===== src/rtl/kfs_pkg.sv =====
package kfs_pkg;
  localparam int KFS_DW    = 8;
  localparam int KFS_DEPTH = 8;

  typedef enum logic [2:0] {
    OPC_READ  = 3'b010,
    OPC_CLEAR = 3'b110,
    OPC_EOI   = 3'b111
  } kfs_opc_e;

  // Bit positions inside command bytes
  localparam int CMD_AI_BIT  = 4;
  localparam int CMD_E_BIT   = 4;
  localparam int CMD_CF_BIT  = 1;
  localparam int CMD_CA_BIT  = 0;

  // Status byte layout
  localparam int ST_FULL = 3;
  localparam int ST_UNR  = 4;
  localparam int ST_OVR  = 5;
  localparam int ST_SE   = 6;
  localparam int ST_DU   = 7;
endpackage


===== src/rtl/kfs_cmd.sv =====
module kfs_cmd #(
  parameter int AW = 3
) (
  input  logic          clk,
  input  logic          rst_n,
  input  logic          cmd_valid,
  input  logic [7:0]    cmd_data,
  output logic          rd_cmd,
  output logic [AW-1:0] rd_row,
  output logic          clr,
  output logic          eoi,
  output logic          ai_q,
  output logic          emode_q
);
  import kfs_pkg::*;

  logic [2:0] opc;
  assign opc    = cmd_data[7:5];
  assign rd_cmd = cmd_valid && (opc == OPC_READ);
  assign clr    = cmd_valid && (opc == OPC_CLEAR) &&
                  (cmd_data[CMD_CF_BIT] || cmd_data[CMD_CA_BIT]);
  assign eoi    = cmd_valid && (opc == OPC_EOI);
  assign rd_row = cmd_data[AW-1:0];

  always_ff @(posedge clk) begin
    if (!rst_n) begin
      ai_q    <= 1'b0;
      emode_q <= 1'b0;
    end else begin
      if (rd_cmd) ai_q    <= cmd_data[CMD_AI_BIT];
      if (eoi)    emode_q <= cmd_data[CMD_E_BIT];
    end
  end

  // a read command latches its autoincrement bit
  a_r6_ai_latch: assert property (@(posedge clk) disable iff (!rst_n)
    rd_cmd |=> ai_q == $past(cmd_data[CMD_AI_BIT]));
endmodule


===== src/rtl/kfs_store.sv =====
module kfs_store #(
  parameter int DW    = 8,
  parameter int DEPTH = 8,
  localparam int AW   = $clog2(DEPTH)
) (
  input  logic          clk,
  input  logic          rst_n,
  input  logic          wipe,
  input  logic          we,
  input  logic [AW-1:0] waddr,
  input  logic [DW-1:0] wdata,
  input  logic [AW-1:0] raddr,
  output logic [DW-1:0] rdata,
  output logic [DW-1:0] wcur,
  output logic          any_set
);
  logic [DW-1:0]    mem [DEPTH];
  logic [DEPTH-1:0] nz;

  always_ff @(posedge clk) begin
    for (int i = 0; i < DEPTH; i++) begin
      if (!rst_n || wipe)               mem[i] <= '0;
      else if (we && waddr == AW'(i))   mem[i] <= wdata;
    end
  end

  for (genvar g = 0; g < DEPTH; g++) begin : g_nz
    assign nz[g] = |mem[g];
  end

  assign any_set = |nz;
  assign rdata   = mem[raddr];
  assign wcur    = mem[waddr];
endmodule


===== src/rtl/kfs_ctrl.sv =====
module kfs_ctrl #(
  parameter int DW    = 8,
  parameter int DEPTH = 8,
  localparam int AW   = $clog2(DEPTH)
) (
  input  logic          clk,
  input  logic          rst_n,
  input  logic          sensor,
  input  logic          push,
  input  logic [DW-1:0] push_data,
  input  logic [AW-1:0] push_row,
  input  logic          pop,
  input  logic          scan_end,
  input  logic          dbl_key,
  input  logic          rd_cmd,
  input  logic [AW-1:0] rd_row,
  input  logic          clr,
  input  logic          eoi,
  input  logic          ai,
  input  logic          emode,
  input  logic [DW-1:0] st_rdata,
  input  logic [DW-1:0] st_wcur,
  output logic          st_we,
  output logic [AW-1:0] st_waddr,
  output logic [AW-1:0] st_raddr,
  output logic [AW:0]   cnt,
  output logic          ovr,
  output logic          unr,
  output logic          err,
  output logic          sirq,
  output logic          rd_valid,
  output logic [DW-1:0] rd_data
);
  localparam logic [AW:0] FULLV = (AW+1)'(DEPTH);

  logic [AW-1:0] wptr, rptr, sptr;
  logic          pend;
  logic          kb, kb_full, kb_empty, do_push, do_pop, chg;

  assign kb       = !sensor;
  assign kb_full  = (cnt == FULLV);
  assign kb_empty = (cnt == '0);
  assign do_push  = kb && push && (!kb_full || pop);
  assign do_pop   = kb && pop && !kb_empty;
  assign chg      = sensor && push && (push_data != st_wcur);

  assign st_we    = kb ? do_push : (sensor && push);
  assign st_waddr = kb ? wptr : push_row;
  assign st_raddr = kb ? rptr : sptr;

  always_ff @(posedge clk) begin
    if (!rst_n) begin
      wptr <= '0; rptr <= '0; sptr <= '0; cnt <= '0;
      ovr <= 1'b0; unr <= 1'b0; err <= 1'b0;
      sirq <= 1'b0; pend <= 1'b0;
      rd_valid <= 1'b0; rd_data <= '0;
    end else if (clr) begin
      wptr <= '0; rptr <= '0; sptr <= '0; cnt <= '0;
      ovr <= 1'b0; unr <= 1'b0; err <= 1'b0;
      sirq <= 1'b0; pend <= 1'b0;
      rd_valid <= 1'b0;
    end else begin
      // keyboard queue
      if (do_push) wptr <= wptr + 1'b1;
      if (do_pop)  rptr <= rptr + 1'b1;
      if (do_push && !do_pop)      cnt <= cnt + 1'b1;
      else if (do_pop && !do_push) cnt <= cnt - 1'b1;
      if (kb && push && kb_full && !pop) ovr <= 1'b1;
      if (kb && pop && kb_empty)         unr <= 1'b1;
      if (kb && emode && dbl_key)        err <= 1'b1;

      // read data path
      rd_valid <= pop;
      if (pop) rd_data <= (kb && kb_empty) ? '0 : st_rdata;

      // sensor row pointer
      if (rd_cmd)                   sptr <= rd_row;
      else if (sensor && pop && ai) sptr <= sptr + 1'b1;

      // sensor change tracking and interrupt
      if (sensor && scan_end) pend <= chg;
      else if (chg)           pend <= 1'b1;

      if (sensor && scan_end && pend)     sirq <= 1'b1;
      else if (eoi)                       sirq <= 1'b0;
      else if (sensor && pop && !ai)      sirq <= 1'b0;
    end
  end

  a_r2_count_bound: assert property (@(posedge clk) disable iff (!rst_n)
    cnt <= FULLV);

  a_r3_drop_on_full: assert property (@(posedge clk) disable iff (!rst_n)
    kb && push && kb_full && !pop && !clr |=> cnt == FULLV && ovr);

  a_r4_underrun: assert property (@(posedge clk) disable iff (!rst_n)
    kb && pop && kb_empty && !push && !clr |=> cnt == '0 && unr && rd_data == '0);

  a_r6_ai_step: assert property (@(posedge clk) disable iff (!rst_n)
    sensor && pop && ai && !rd_cmd && !clr |=> sptr == $past(sptr) + 1'b1);

  a_r8_ai_hold: assert property (@(posedge clk) disable iff (!rst_n)
    sensor && sirq && ai && pop && !eoi && !clr |=> sirq);

  a_r11_clear: assert property (@(posedge clk) disable iff (!rst_n)
    clr |=> cnt == '0 && !ovr && !unr && !err && !sirq && sptr == '0);

  a_r12_ovr_sticky: assert property (@(posedge clk) disable iff (!rst_n)
    ovr && !clr |=> ovr);

  a_r12_unr_sticky: assert property (@(posedge clk) disable iff (!rst_n)
    unr && !clr |=> unr);
endmodule


===== src/rtl/kbd_fifo_sense.sv =====
module kbd_fifo_sense #(
  parameter int DW    = kfs_pkg::KFS_DW,
  parameter int DEPTH = kfs_pkg::KFS_DEPTH,
  localparam int AW   = $clog2(DEPTH)
) (
  input  logic          clk,
  input  logic          rst_n,
  input  logic          mode_sensor,
  input  logic          in_valid,
  output logic          in_ready,
  input  logic [DW-1:0] in_data,
  input  logic [AW-1:0] in_row,
  input  logic          scan_end,
  input  logic          dbl_key,
  input  logic          cmd_valid,
  input  logic [7:0]    cmd_data,
  input  logic          rd_req,
  output logic          rd_valid,
  output logic [DW-1:0] rd_data,
  input  logic          disp_busy,
  output logic [7:0]    status,
  output logic          irq
);
  import kfs_pkg::*;

  logic          rd_cmd, clr, eoi, ai_q, emode_q;
  logic [AW-1:0] rd_row, st_waddr, st_raddr;
  logic          st_we, any_set;
  logic [DW-1:0] st_rdata, st_wcur;
  logic [AW:0]   cnt;
  logic          ovr, unr, err, sirq;

  assign in_ready = 1'b1;

  kfs_cmd #(.AW(AW)) u_cmd (
    .clk(clk), .rst_n(rst_n), .cmd_valid(cmd_valid), .cmd_data(cmd_data),
    .rd_cmd(rd_cmd), .rd_row(rd_row), .clr(clr), .eoi(eoi),
    .ai_q(ai_q), .emode_q(emode_q)
  );

  kfs_store #(.DW(DW), .DEPTH(DEPTH)) u_store (
    .clk(clk), .rst_n(rst_n), .wipe(clr), .we(st_we), .waddr(st_waddr),
    .wdata(in_data), .raddr(st_raddr), .rdata(st_rdata), .wcur(st_wcur),
    .any_set(any_set)
  );

  kfs_ctrl #(.DW(DW), .DEPTH(DEPTH)) u_ctrl (
    .clk(clk), .rst_n(rst_n), .sensor(mode_sensor),
    .push(in_valid && in_ready), .push_data(in_data), .push_row(in_row),
    .pop(rd_req), .scan_end(scan_end), .dbl_key(dbl_key),
    .rd_cmd(rd_cmd), .rd_row(rd_row), .clr(clr), .eoi(eoi),
    .ai(ai_q), .emode(emode_q), .st_rdata(st_rdata), .st_wcur(st_wcur),
    .st_we(st_we), .st_waddr(st_waddr), .st_raddr(st_raddr),
    .cnt(cnt), .ovr(ovr), .unr(unr), .err(err), .sirq(sirq),
    .rd_valid(rd_valid), .rd_data(rd_data)
  );

  always_comb begin
    status          = '0;
    status[2:0]     = 3'(cnt);
    status[ST_FULL] = cnt[AW];
    status[ST_UNR]  = unr;
    status[ST_OVR]  = ovr;
    status[ST_SE]   = mode_sensor ? any_set : err;
    status[ST_DU]   = disp_busy;
  end

  assign irq = mode_sensor ? sirq : (cnt != '0);

  // keyboard interrupt tracks a non-empty queue
  a_r5_kb_irq: assert property (@(posedge clk) disable iff (!rst_n)
    !mode_sensor && $past(!mode_sensor) && $rose(irq) |-> $past(status[3:0] == 4'h0));
endmodule


===== config.mk =====
export PLATFORM = sky130hd
export DESIGN_NAME = kbd_fifo_sense
export DESIGN_NICKNAME = d
export VERILOG_FILES = /design/src/rtl/kfs_pkg.sv /design/src/rtl/kfs_cmd.sv /design/src/rtl/kfs_store.sv /design/src/rtl/kfs_ctrl.sv /design/src/rtl/kbd_fifo_sense.sv
export SDC_FILE = /design/constraint.sdc
export NUM_CORES = 1
export LEC_CHECK = 0
export CAP_MARGIN = 20
export CORE_UTILIZATION = 55
export CTS_CLUSTER_DIAMETER = 200
export DETAILED_ROUTE_END_ITERATION = 10
export GPL_TIMING_DRIVEN = 0
export PLACE_DENSITY = 0.89
export SYNTH_ARGS = -nofsm -noshare
export SYNTH_HDL_FRONTEND = slang
export SYNTH_SLANG_ARGS = --single-unit

===== constraint.sdc =====
create_clock -name clk -period 4.8 [get_ports clk]
set_clock_uncertainty 0.15 [all_clocks]
set_input_delay 0.72 -clock clk [delete_from_list [all_inputs] [get_ports clk]]
set_output_delay 0.72 -clock clk [all_outputs]
set_load 0.1 [all_outputs]

==> metrics.md <==
| Metric | Value |
|---|---|
| Setup bufs post-CTS | `0` |
| Share of the synthesized area in the top cell type | `37.5%` |
| Core footprint | `8850 sq um` |
| Total Routing Usage GR | `28.8%` |
| YS warnings | `0` |
| Row Count | `34` |
| CP bufs+invs | `4` |
| Vias/cell | `6.57` |
| Io pins | `47` |
| R2R Setup Slk | `1.72 ns` |
| Initial core utilization | `57.9%` |
| Vias in the first global route | `3935` |
| Antenna violations before repair | `0` |
| Critical Path RT | `3.93 ns` |
| # diodes | `0` |
| 1st-iter DRT viols | `474` |
| Tot Pwr | `2.16 mW` |
| Final ANT Viol Nets | `0` |
| # H-tree levels | `3` |
| Actual slew at the worst max-slew pin | `1.03 ns` |
| Accumulated negative setup slack | `0 ns` |
| Syn_nets | `477` |
| Period utilisation layout | `80.5%` |
| Setup crit end | `status[6]` |
| Asr flop ratio synth | `0%` |
| Die width | `98.5 um` |
| Largest net degree at the start of global routing | `16` |
| Largest stage delay, worst path | `0.99 ns` |
| Setup-failing EPs final | `0` |
| CP cell instances | `buf_6 > buf_6 > inv_1 > nor4_1 > nand4_1 > nor4_1 > a31oi_1 > clkdlybuf4s50_1` |
| Worst R2R Path Depth | `12` |
| Num CTS Buffers | `9` |
| Crit path launch | `mode_sensor` |
| Die height | `98.5 um` |
| Failing checks | `DRC` |
| WP data arrival | `2.99 ns` |
| Static Leak | `2.27 nW` |
| FMAX | `259 MHz` |
| Max_cap viols | `0` |
| Post-synth cell types | `51` |
| Max VDD drop | `0.219 mV` |
| Final max-slew violation count | `0` |
| Crit-path max FO | `10` |
| Kind of critical path | `input pin to primary output` |
| Flops & latches, synth | `93` |
| Number of port buffers | `41` |
| Instance count on the critical path | `8` |
| CTS tree | `yes` |
| Total Nets Final | `535` |
| DR DRC count | `6` |
| Tmin final | `3.86 ns` |
| PostCTS Resize Cnt | `0` |
| Hold path startpoint | `u_ctrl.ovr$_SDFFE_PP0P_` |
| Post-Syn Area per Cell | `11.6 sq um` |
| EDFF count, synth | `64` |
| Synthesis-to-finish area growth | `15.3%` |
| Area of the die | `9700 sq um` |
| Main synth FF type | `edfxtp_1` |
| Worst-skew pair later-pin latency | `0.38 ns` |
| Hold Buf Count CTS | `0` |
| Layout cells sized above 1 | `11.7%` |
| RSZ-0062 raised after global routing | `no` |
| Max transition margin | `30.7%` |
| Crit path max-delay family | `buffers and inverters` |
| CTS clock-pin slew for the worst setup and hold paths | `0.09 ns` |
| WL/cell | `21.6 um` |
| DR pass1 iterations | `11` |
| Total wire length | `13.3 mm` |
| Slowest stage cell, crit path | `clkdlybuf4s50_1` |
| Seq/Total Area, Yosys | `48.9%` |
| Clk buf depth | `2` |
| Synthesized netlist cell count | `442` |
| CP Launch Type | `input pin` |
| Clock sink total | `93` |
| Post-synth top area cell | `edfxtp_1` |
| Dpl hpwl | `9.63 mm` |
| Global-route wire length before repair | `20.6 mm` |
| FF-to-FF Start | `u_ctrl.cnt[0]$_SDFFE_PP0P_` |
| Worst Setup End Kind | `primary output` |
| Synthesized area | `5120 sq um` |
| Clk Tree Root Cell | `clkbuf_8` |
| Total gr overflow | `0` |
| Vias | `4026` |
| Min-Delay Path Class | `flop to flop` |
| R2R Path End | `u_ctrl.cnt[3]$_SDFFE_PP0P_` |
| Outcome | `finished with violations` |
| Synth top area cells | `edfxtp_1, dfxtp_1, and2_1, mux4_2, mux2i_1` |
| Pwr/cell area | `366 nW/um^2` |
| Hold Fails Final Rpt | `0` |
| Final GP Congestion | `0.996` |
[cell type report]
type | instances | area, sq um
Tap cell | 108 | 135
Clock buffer | 12 | 156
Sequential cell | 93 | 2500
Buffer | 18 | 138
Inverter | 6 | 22.5
Fill cell | 680 | 2940
Clock inverter | 4 | 46.3
Multi-Input combinational cell | 325 | 2460
Timing Repair Buffer | 47 | 445
[how the worst min path moves through the flow]
stage / end / slack [ns] / cells after the start
2_1_floorplan: u_ctrl.err$_SDFFE_PP0P_ / 0.29 / 2
3_3_place_gp: u_ctrl.ovr$_SDFFE_PP0P_ / 0.30 / 2
3_5_place_dp: u_ctrl.ovr$_SDFFE_PP0P_ / 0.31 / 2
4_1_cts: u_ctrl.ovr$_SDFFE_PP0P_ / 0.33 / 2
5_1_grt: u_ctrl.ovr$_SDFFE_PP0P_ / 0.35 / 2
6_report: u_ctrl.ovr$_SDFFE_PP0P_ / 0.33 / 2
[power by group]
| part | leakage, nW | switching [mW] | internal, mW |
|---|---|---|---|
| combinational | 1.26 | 0.406 | 0.227 |
| sequential | 0.906 | 0.0595 | 0.917 |
| clock | 0.106 | 0.280 | 0.272 |
| total | 2.27 | 0.746 | 1.42 |
[cell usage after synthesis (all sizes together) (3+ instances only)]
cell type,number
a211oi,3
a21oi,12
a221oi,4
a31oi,6
a32o,3
and2,65
buf,10
clkbuf,7
dfxtp,29
edfxtp,64
ha,6
inv,6
mux2,6
mux2i,34
mux4,19
nand2,28
nand2b,3
nand4,5
nor2,54
nor4,18
o21ai,12
or3,5
xnor2,7
xor2,10
[state kept, by name, summed over array words and instances, names as in the netlist]
| signal | count |
|---|---|
| u_cmd.emode_q | 1 |
| u_ctrl.sptr | 3 |
| u_ctrl.rptr | 3 |
| u_ctrl.rd_data | 8 |
| u_ctrl.pend | 1 |
| u_ctrl.rd_valid | 1 |
| u_ctrl.err | 1 |
| u_ctrl.ovr | 1 |
| u_ctrl.wptr | 3 |
| u_cmd.ai_q | 1 |
| u_ctrl.sirq | 1 |
| u_ctrl.unr | 1 |
| u_store.mem | 64 |
| u_ctrl.cnt | 4 |
[per-layer routing]
metal	track usage (%)	up-vias	share of wire, %
met4	17.0	0	6.0
met1	34.0	1889	37
met2	48.3	300	46
li1	-	1756	-
met3	6.60	81	11
met5	0	-	0
[cell families (layout without fill, tap and decap cells)]
logic type,Yosys count,in the layout,share of synthesized area [%]
xor gates and xnor gates,17,17,2.91
buffers and inverters,24,87,3.13
other,1,1,0.0732
muxes,59,59,17.0
and+or+nand+nor,187,187,19.0
AOI/OAI and AO/OA,54,54,7.18
adders and majority gates,7,7,1.86
DFF,93,93,48.9
[cell usage in the layout (no fill, tap or decap), drive strengths merged, types with 3 or more instances in the layout]
master | Yosys | layout
a32o | 3 | 3
or3 | 5 | 5
clkbuf | 7 | 20
nand4 | 5 | 5
a221oi | 4 | 4
nor2 | 54 | 54
edfxtp | 64 | 64
and2 | 65 | 65
o21ai | 12 | 12
nor4 | 18 | 18
ha | 6 | 6
buf | 10 | 15
clkdlybuf4s50 | 0 | 41
a211oi | 3 | 3
a31oi | 6 | 6
xor2 | 10 | 10
dfxtp | 29 | 29
nand2b | 3 | 3
a21oi | 12 | 12
mux2 | 6 | 6
mux4 | 19 | 19
mux2i | 34 | 34
nand2 | 28 | 28
inv | 6 | 7
xnor2 | 7 | 7
[tightest hold or removal path: stages (launching register included)]
cell	delay, ns
dfxtp_1	0.33
a31oi_1	0.04
nor2_1	0.07
[stage by stage]
| stage | setup slack [ns] | util, % | cell area, sq um | std cells | hold WS [ns] |
|---|---|---|---|---|---|
| 2_1_floorplan | 1.09 | - | 5120 | 442 | 0.287 |
| 3_5_place_dp | 0.943 | 64.3 | 5690 | 594 | 0.305 |
| 6_report | 0.936 | 66.7 | 5910 | 613 | 0.326 |
| 4_1_cts | 0.922 | 66.5 | 5890 | 610 | 0.328 |
| 5_1_grt | 0.749 | 66.7 | 5910 | 613 | 0.347 |
| 3_3_place_gp | 0.921 | 64.1 | 5670 | 591 | 0.299 |
Power figures use the tool's default switching activity.
